===== src/rtl/coef_load_pkg.sv =====
package coef_load_pkg;

  // Strobes from the control to the slot bank
  typedef struct packed {
    logic capture;   // write coefIn into the selected slot at this edge
    logic complete;  // this capture fills the last slot
  } loadStrb_t;

endpackage


===== src/rtl/coef_load_ctrl.sv =====
module coef_load_ctrl
  import coef_load_pkg::*;
#(
  parameter int NUM_COEF = 6,
  localparam int IDX_W = (NUM_COEF > 1) ? $clog2(NUM_COEF) : 1
) (
  input  logic             clk,
  input  logic             clrAsync,
  input  logic             loadStrobe,
  output loadStrb_t        strb,
  output logic [IDX_W-1:0] slotIdx,
  output logic             coefReady
);

  localparam logic [IDX_W-1:0] LAST_IDX = IDX_W'(NUM_COEF - 1);

  logic [IDX_W-1:0] idxQ;
  logic             readyQ;
  logic             atLast;

  assign atLast        = (idxQ == LAST_IDX);
  assign strb.capture  = loadStrobe && !readyQ;
  assign strb.complete = strb.capture && atLast;

  always_ff @(posedge clk or posedge clrAsync) begin
    if (clrAsync) begin
      idxQ   <= '0;
      readyQ <= 1'b0;
    end else if (strb.capture) begin
      if (!atLast) idxQ <= idxQ + 1'b1;
      if (strb.complete) readyQ <= 1'b1;
    end
  end

  assign slotIdx   = idxQ;
  assign coefReady = readyQ;

  // the write index never leaves the slot range
  p_idx_range_r2: assert property (@(posedge clk) disable iff (clrAsync)
    idxQ <= LAST_IDX);

  // the index advances by one after each accepted strobe that is not the last
  p_idx_step_r3: assert property (@(posedge clk) disable iff (clrAsync)
    (loadStrobe && !readyQ && !atLast) |=> (idxQ == $past(idxQ) + 1'b1));

  // no strobe means the index holds
  p_idx_hold_r3: assert property (@(posedge clk) disable iff (clrAsync)
    !loadStrobe |=> $stable(idxQ));

  // ready rises only after a strobe accepted at the last slot
  p_ready_rise_r4: assert property (@(posedge clk) disable iff (clrAsync)
    $rose(readyQ) |-> ($past(loadStrobe) && $past(idxQ) == LAST_IDX));

  // ready is sticky until clear
  p_ready_sticky_r5: assert property (@(posedge clk) disable iff (clrAsync)
    readyQ |=> readyQ);

endmodule


===== src/rtl/coef_slot_bank.sv =====
module coef_slot_bank
  import coef_load_pkg::*;
#(
  parameter int NUM_COEF = 6,
  parameter int COEF_W   = 8,
  localparam int IDX_W   = (NUM_COEF > 1) ? $clog2(NUM_COEF) : 1,
  localparam int BUS_W   = NUM_COEF * COEF_W
) (
  input  logic              clk,
  input  logic              clrAsync,
  input  loadStrb_t         strb,
  input  logic [IDX_W-1:0]  slotIdx,
  input  logic [COEF_W-1:0] coefIn,
  output logic [BUS_W-1:0]  coefBus
);

  for (genvar j = 0; j < NUM_COEF; j++) begin : g_slot
    logic [COEF_W-1:0] slotQ;

    always_ff @(posedge clk or posedge clrAsync) begin
      if (clrAsync)
        slotQ <= '0;
      else if (strb.capture && (slotIdx == IDX_W'(j)))
        slotQ <= coefIn;
    end

    assign coefBus[j*COEF_W +: COEF_W] = slotQ;
  end

  // without a capture strobe the bank keeps its contents
  p_bank_hold_r6: assert property (@(posedge clk) disable iff (clrAsync)
    !strb.capture |=> $stable(coefBus));

  // completion comes only with a capture into the last slot
  p_complete_last_r4: assert property (@(posedge clk) disable iff (clrAsync)
    strb.complete |-> (strb.capture && slotIdx == IDX_W'(NUM_COEF - 1)));

endmodule


===== src/rtl/coef_serial_loader.sv =====
module coef_serial_loader
  import coef_load_pkg::*;
#(
  parameter int NUM_COEF = 6,
  parameter int COEF_W   = 8,
  localparam int IDX_W   = (NUM_COEF > 1) ? $clog2(NUM_COEF) : 1,
  localparam int BUS_W   = NUM_COEF * COEF_W
) (
  input  logic                     clk,
  input  logic                     clrAsync,
  input  logic                     loadStrobe,
  input  logic signed [COEF_W-1:0] coefIn,
  output logic [BUS_W-1:0]         coefBus,
  output logic                     coefReady
);

  loadStrb_t        strb;
  logic [IDX_W-1:0] slotIdx;

  coef_load_ctrl #(.NUM_COEF(NUM_COEF)) u_ctrl (
    .clk        (clk),
    .clrAsync   (clrAsync),
    .loadStrobe (loadStrobe),
    .strb       (strb),
    .slotIdx    (slotIdx),
    .coefReady  (coefReady)
  );

  coef_slot_bank #(.NUM_COEF(NUM_COEF), .COEF_W(COEF_W)) u_bank (
    .clk      (clk),
    .clrAsync (clrAsync),
    .strb     (strb),
    .slotIdx  (slotIdx),
    .coefIn   (coefIn),
    .coefBus  (coefBus)
  );

  // once ready, strobes leave the bus untouched
  p_locked_r6: assert property (@(posedge clk) disable iff (clrAsync)
    coefReady |=> $stable(coefBus));

  // while clear is held the outputs are in their empty state
  always @(posedge clk) begin
    if (clrAsync) begin
      p_clear_state_r1: assert (coefBus == '0 && !coefReady);
    end
  end

endmodule


===== config.mk =====
export PLATFORM = sky130hd
export DESIGN_NAME = coef_serial_loader
export DESIGN_NICKNAME = d
export VERILOG_FILES = /design/src/rtl/coef_load_pkg.sv /design/src/rtl/coef_load_ctrl.sv /design/src/rtl/coef_slot_bank.sv /design/src/rtl/coef_serial_loader.sv
export SDC_FILE = /design/constraint.sdc
export NUM_CORES = 1
export LEC_CHECK = 0
export ABC_AREA = 1
export BUFFER_PORTS_ARGS = -buffer_cell sky130_fd_sc_hd__buf_2
export CAP_MARGIN = 20
export CELL_PAD_IN_SITES_DETAIL_PLACEMENT = 0
export CELL_PAD_IN_SITES_GLOBAL_PLACEMENT = 1
export CORE_MARGIN = 2
export CORE_UTILIZATION = 36
export CTS_BUF_LIST = sky130_fd_sc_hd__clkbuf_8
export DETAILED_ROUTE_END_ITERATION = 10
export GPL_ROUTABILITY_DRIVEN = 0
export PLACE_DENSITY_LB_ADDON = 0.1
export SYNTH_ARGS = -nofsm -noshare
export SYNTH_HDL_FRONTEND = slang
export SYNTH_SLANG_ARGS = --single-unit
export TNS_END_PERCENT = 10

===== constraint.sdc =====
create_clock -name clk -period 1.35 [get_ports clk]
set_input_delay 0.135 -clock clk [delete_from_list [all_inputs] [get_ports clk]]
set_output_delay 0.135 -clock clk [all_outputs]
set_load 0.005 [all_outputs]

==> results of run 1 <==
## timing repair
| action | 4_1_cts | 5_1_grt |
|---|---|---|
| buffers inserted | 0 | 9 |
| resized for setup | 3 | 15 |
| hold buffers | 1 | 0 |
| endpoints found under the hold margin | 52 | 0 |
| setup endpoints to repair | 24 | 48 |
| pin swaps | 0 | 10 |
## routing by layer
metal  vias up  wire length (µm)
met5         -                 0
met3         7               350
li1        910                 -
met2        48              2577
met4         0                65
met1       852              2496
## worst max path at each step
stage                           start                   endpoint  slack [ns]  cells past startpoint
finish              u_ctrl.slotIdx[0]  u_bank.g_slot[0].slotQ[1]        0.03                      7
global route        u_ctrl.slotIdx[0]  u_bank.g_slot[0].slotQ[1]       -0.07                      7
CTS                 u_ctrl.slotIdx[0]  u_bank.g_slot[0].slotQ[3]       -0.04                      7
detailed placement  u_ctrl.slotIdx[0]  u_bank.g_slot[2].slotQ[7]       -0.06                      7
global placement    u_ctrl.slotIdx[0]  u_bank.g_slot[2].slotQ[5]       -0.05                      7
floorplan           u_ctrl.slotIdx[1]  u_bank.g_slot[1].slotQ[0]        0.07                      7
## metrics by stage
stage | power, W | setup WS (ns)
detailed placement | 0.001679 | -0.05823
floorplan | 0.001612 | 0.06547
CTS | 0.002928 | -0.03667
global placement | 0.001678 | -0.05097
global route | 0.002980 | -0.06642
finish | 0.002894 | 0.03242
## power by group through the flow
| stage | combinational (W) | clock (W) | sequential (W) |
|---|---|---|---|
| after floorplan | 0.0000248 | 0 | 0.00159 |
| after global placement | 0.0000912 | 0 | 0.00159 |
| after detailed placement | 0.0000917 | 0 | 0.00159 |
| after CTS | 0.0000941 | 0.00128 | 0.00156 |
| after global routing | 0.000101 | 0.00132 | 0.00156 |
| final | 0.0000893 | 0.00125 | 0.00156 |
## final cells by class
type	instances	share of cell area, %
Sequential cell	52	44.39
Multi-Input combinational cell	176	30.22
Timing Repair Buffer	74	16.13
Tap cell	75	3.201
Clock buffer	5	2.347
Clock inverter	2	2.049
Inverter	12	1.665
## worst max-delay path: cells and delay by family, from the launching register on
family	cells	cell delay, ns
AND/OR/NAND/NOR	4	0.50
flip-flops	1	0.43
buffers and inverters	2	0.15
adder cells (fa/ha/maj)	1	0.14
## synthesized netlist by cell type
| master | count | area, µm² |
|---|---|---|
| nand3b_1 | 1 | 7.510 |
| buf_6 | 2 | 22.52 |
| nor2_8 | 2 | 40.04 |
| buf_2 | 2 | 10.01 |
| nand2_2 | 2 | 12.51 |
| inv_1 | 12 | 45.04 |
| dfrtp_1 | 52 | 1301 |
| nor2_4 | 5 | 56.30 |
| nand2_4 | 3 | 33.78 |
| nand2_1 | 132 | 495.5 |
| ha_1 | 5 | 62.56 |
| nand3_1 | 26 | 130.1 |
## state kept, by name (all words and copies together), names as in the netlist
register,count
u_bank.g_slot.slotQ,48
u_ctrl.slotIdx,3
u_ctrl.coefReady,1
## cell families after synthesis
| group | after synthesis |
|---|---|
| fa+ha+maj | 5 |
| flops | 52 |
| simple gates | 171 |
| buf+inv | 16 |
==> reports/qor.csv, run 1 <==
stage,metric,value,unit
min_path,hp-class,input port to flip-flop,
die,dieWidth,82.48,µm
critical_path,crit_slowest_cell,dfrtp_1,
cts,clkSinkCount,52,
synthesis,synth_mux_area_share,0,%
die,rows,28,
critical_path,crit_path_end_kind,flip-flop,
global_route,grt_pass1_wl,8.866,mm
final_layout,area_delta_synth_final,32.22,%
synthesis,avgSynthCellArea,9.087,µm²
critical_path,worstSetupStartpointType,flip-flop,
cts,cts-root-buf,clkbuf_8,
die,die-area,6802,µm²
global_route,grt_pass1_vias,1684,
global_route,top_usage_layer,met2,
routing,via_per_inst,4.588,
synthesis,synth_cell_types,12,
global_route,antenna_found_initial,0,
power_and_ir_drop,ir_drop,550.7,µV
final_layout,multi_input_area,885.9,µm²
power_and_ir_drop,power.share.clock,43.1,%
placed_design,place_hpwl,3.553,mm
global_route,grtUsageMet1,23.97,%
timing,fin_hold_ws,0.1257,ns
global_route,grtUsageMet3,4.783,%
final_layout,fin_nets,337,
power_and_ir_drop,p_sw,0.0005882,W
final_layout,diodes,0,
synthesis,ys_seq_elements,52,
global_route,grtUsageMet2,28.63,%
routing,drt_iter0_markers,62,
timing,final-setup-viol-count,0,
final_layout,final_common_cell,nand2_1,
cts,clock_latency,0.31,ns
synthesis,synth-simple-area-share,34.99,%
final_layout,layout_common_cells,"nand2_1 (124), buf_2 (59), dfrtp_1 (52)",
critical_path,crit_path_frequent_cell,inv_2,
critical_path,critPathMaxStageDelay,0.43,ns
timing,period_share,97.60,%
critical_path,reg2reg_depth,7,
global_route,overflow,0,
min_path,holdPathStages,3,
power_and_ir_drop,swShare,20.33,%
placed_design,placed_area,2653,µm²
critical_path,path_max_fanout,8,
synthesis,yosysSeqAreaShare,58.69,%
timing,slew_headroom,81.18,%
synthesis,synth_top_family_by_area,simple AND/OR/NAND/NOR gates,
final_layout,drive_gt1_share,33.64,%
synthesis,syn_nets,260,
timing,finalHoldViolations,0,
timing,period_minus_slack,1.318,ns
critical_path,cp.required,1.56,ns
global_route,grtUsageTotal,17.98,%
timing,rsz0062_at_grt,true,
critical_path,timing.rr.start,u_ctrl.slotIdx[0],
synthesis,synth_compound_area_share,0,%
final_layout,fin_util,49.51,%
critical_path,crit_arrival,1.52,ns
min_path,min_from,coefIn[1],
cts,cts_buffers,5,
die,fp.coreArea,5921,µm²
routing,dr.pass1.iters,4,
synthesis,netlist_area,2217,µm²
synthesis,synth_fa_ha_area_share,2.822,%
power_and_ir_drop,intPower,0.002306,W
critical_path,reg2reg_slack,0.03,ns
placed_design,io_buffers,59,
routing,antenna_left,0,
timing,clock_skew,0.007679,ns
flow_run,cap_violations,0,
final_layout,regArea,1301,µm²
final_layout,stdcell_area,2932,µm²
cts,tritoncts,built,
cts,cts_buffer_depth,2,
power_and_ir_drop,power.share.combinational,3.1,%
timing,fin_setup_tns,0,ns
routing,drt-wirelength-per-cell,13.86,µm
synthesis,synthCells,244,
timing,tightest_slew,0.2816,ns
status,outcome,finished clean,
synthesis,yosys.area_share.xor_xnor,0,%
routing,drt-total-wl,5.490,mm
synthesis,yosysWarnings,0,
final_layout,n_fill_cell,608,
die,start_util,37.45,%
min_path,min_to,u_bank.g_slot[3].slotQ[1],
critical_path,reg2reg_to,u_bank.g_slot[0].slotQ[1],
global_route,grt_max_degree,53,
power_and_ir_drop,power.density,987.1,nW/µm²
routing,vias,1817,
final_layout,instances_no_fill,396,
power_and_ir_drop,power_leakage,1.789,nW
timing,maxSlewViolCount,0,
critical_path,critPathKind,flip-flop to flip-flop,
placed_design,dpl.cell_count,379,
critical_path,crit_chain,inv_2 > ha_4 > inv_2 > nor2_4 > nand2_4 > nand2_2 > nand2_1,
cts,htree_levels,2,
die,die_h,82.48,µm
die,io_pins,60,
timing,fmax,759.0,MHz
cts,clkTransAtPathRegs,0.10,ns
routing,drc_errors,0,
power_and_ir_drop,power.share.sequential,53.8,%
Power figures use the tool's default switching activity.
==> run 2: changes to the inputs <==
- RECOVER_POWER: unset -> 50
==> reports/qor.csv, run 2 (synthesis gave the netlist of run 1 again) <==
stage,metric,value,unit
status,outcome,finished clean,
timing,setup_ws,0.04250,ns
timing,rsz0062_at_grt,true,
critical_path,crit_buf_inv,3,
final_layout,drive_gt1_share,31.78,%
final_layout,diodes,0,
critical_path,critPathKind,flip-flop to flip-flop,
flow_run,cap_violations,0,
critical_path,crit_path_frequent_cell,buf_4,
die,fp.coreArea,5921,µm²
critical_path,worstSetupStartpointType,flip-flop,
final_layout,fin_nets,337,
cts,clkTransAtPathRegs,0.10,ns
final_layout,stdcell_area,2912,µm²
timing,final-setup-viol-count,0,
routing,drt-wirelength-per-cell,13.90,µm
routing,vias,1824,
final_layout,area_delta_synth_final,31.32,%
min_path,hp-class,input port to flip-flop,
critical_path,crit_family,flip-flops,
timing,period_share,96.85,%
final_layout,largest_reg_flops,48,
routing,drt_iter0_markers,58,
cts,tritoncts,built,
global_route,grt_max_degree,53,
critical_path,cp.required,1.55,ns
power_and_ir_drop,power.density,992.3,nW/µm²
placed_design,place_hpwl,3.553,mm
cts,cts_buffer_depth,2,
critical_path,crit_chain,buf_4 > ha_2 > inv_2 > nor2_8 > buf_4 > nand3_1 > nand2_1,
critical_path,critPathLaunch,u_ctrl.slotIdx[0],
critical_path,crit_arrival,1.51,ns
cts,cts-root-buf,clkbuf_8,
placed_design,dpl.cell_count,379,
power_and_ir_drop,power_leakage,1.759,nW
final_layout,fin_util,49.18,%
final_layout,instances_no_fill,396,
placed_design,io_buffers,59,
die,rows,28,
die,die_h,82.48,µm
critical_path,reg2reg_slack,0.04,ns
global_route,antenna_found_initial,0,
cts,cts_buffers,5,
routing,via_per_inst,4.606,
critical_path,timing.rr.start,u_ctrl.slotIdx[0],
placed_design,preCtsSetupSlack,-0.05823,ns
power_and_ir_drop,ir_drop,550.7,µV
routing,dr.pass1.iters,4,
routing,drt-total-wl,5.503,mm
routing,antenna_left,0,
timing,tightest_slew,0.7248,ns
final_layout,top_register,u_bank.g_slot.slotQ,
timing,finalHoldViolations,0,
min_path,min_from,coefIn[1],
die,io_pins,60,
critical_path,path_max_fanout,8,
final_layout,layout_common_cells,"nand2_1 (124), buf_2 (53), dfrtp_1 (52)",
critical_path,critPathMaxStageDelay,0.43,ns
critical_path,crit_path_end_kind,flip-flop,
routing,drc_errors,0,
global_route,grt_pass1_wl,8.866,mm
global_route,grt_pass1_vias,1684,
cts,clock_latency,0.31,ns
final_layout,final_common_cell,nand2_1,
timing,fin_setup_tns,0,ns
global_route,grtUsageTotal,17.98,%
critical_path,crit_slowest_cell,dfrtp_1,
timing,slew_headroom,51.68,%
die,die-area,6802,µm²
timing,clock_skew,0.007674,ns
placed_design,placed_area,2653,µm²
die,dieWidth,82.48,µm
global_route,overflow,0,
cts,clkSinkCount,52,
cts,htree_levels,2,
timing,maxSlewViolCount,0,
die,start_util,37.45,%
timing,period_minus_slack,1.308,ns
timing,fmax,764.8,MHz
[run 2: layout make-up]
| type | instances | area, µm² |
|---|---|---|
| fill | 615 | 3009 |
| sequential | 52 | 1301 |
| clock buffer | 5 | 68.82 |
| tap | 75 | 93.84 |
| clock inverter | 2 | 60.06 |
| inverter | 12 | 48.80 |
| multi-input combinational | 176 | 885.9 |
| timing repair buffer | 74 | 452.9 |
[run 2: report_power, final]
group / leakage [nW] / internal [W] / switching, W
clock network: 0.0642 / 0.000730 / 0.000519
registers: 0.722 / 0.00156 / 0
logic: 0.973 / 0.0000146 / 0.0000692
total: 1.76 / 0.00230 / 0.000589
[run 2: routing by layer]
layer,wire length [µm],track usage (%),vias to the layer above
met5,0,0,-
met4,65,5.500,0
met3,347,4.783,7
met2,2567,28.63,52
met1,2522,23.97,855
li1,-,-,910
[run 2: final timing paths]
check,end,cells after the start
setup / recovery,u_bank.g_slot[1].slotQ[3],7
hold / removal,u_bank.g_slot[3].slotQ[1],3
setup reg to reg,u_bank.g_slot[1].slotQ[3],7
hold reg to reg,u_bank.g_slot[2].slotQ[6],2
max in group asynchronous,u_bank.g_slot[2].slotQ[6],4
min in group asynchronous,u_bank.g_slot[0].slotQ[0],4
[run 2: tightest hold or removal path: cells and delay by family]
family	cells	cell delay, ns
buffers and inverters	1	0.15
AND/OR/NAND/NOR	2	0.12
[run 2: what timing repair did]
action	CTS	global route
endpoints found under the setup margin	24	48
hold buffers	1	0
buffers inserted	0	9
resized for setup	3	15
pin swaps	0	10
endpoints found under the hold margin	52	0
[run 2: per-stage QoR]
| stage | total power, W | hold slack (ns) |
|---|---|---|
| final | 0.002889 | 0.1275 |
| after global routing | 0.002974 | 0.1288 |
| after detailed placement | 0.001679 | 0.2320 |
| after floorplan | 0.001612 | 0.1901 |
| after global placement | 0.001678 | 0.2319 |
| after CTS | 0.002928 | 0.1252 |
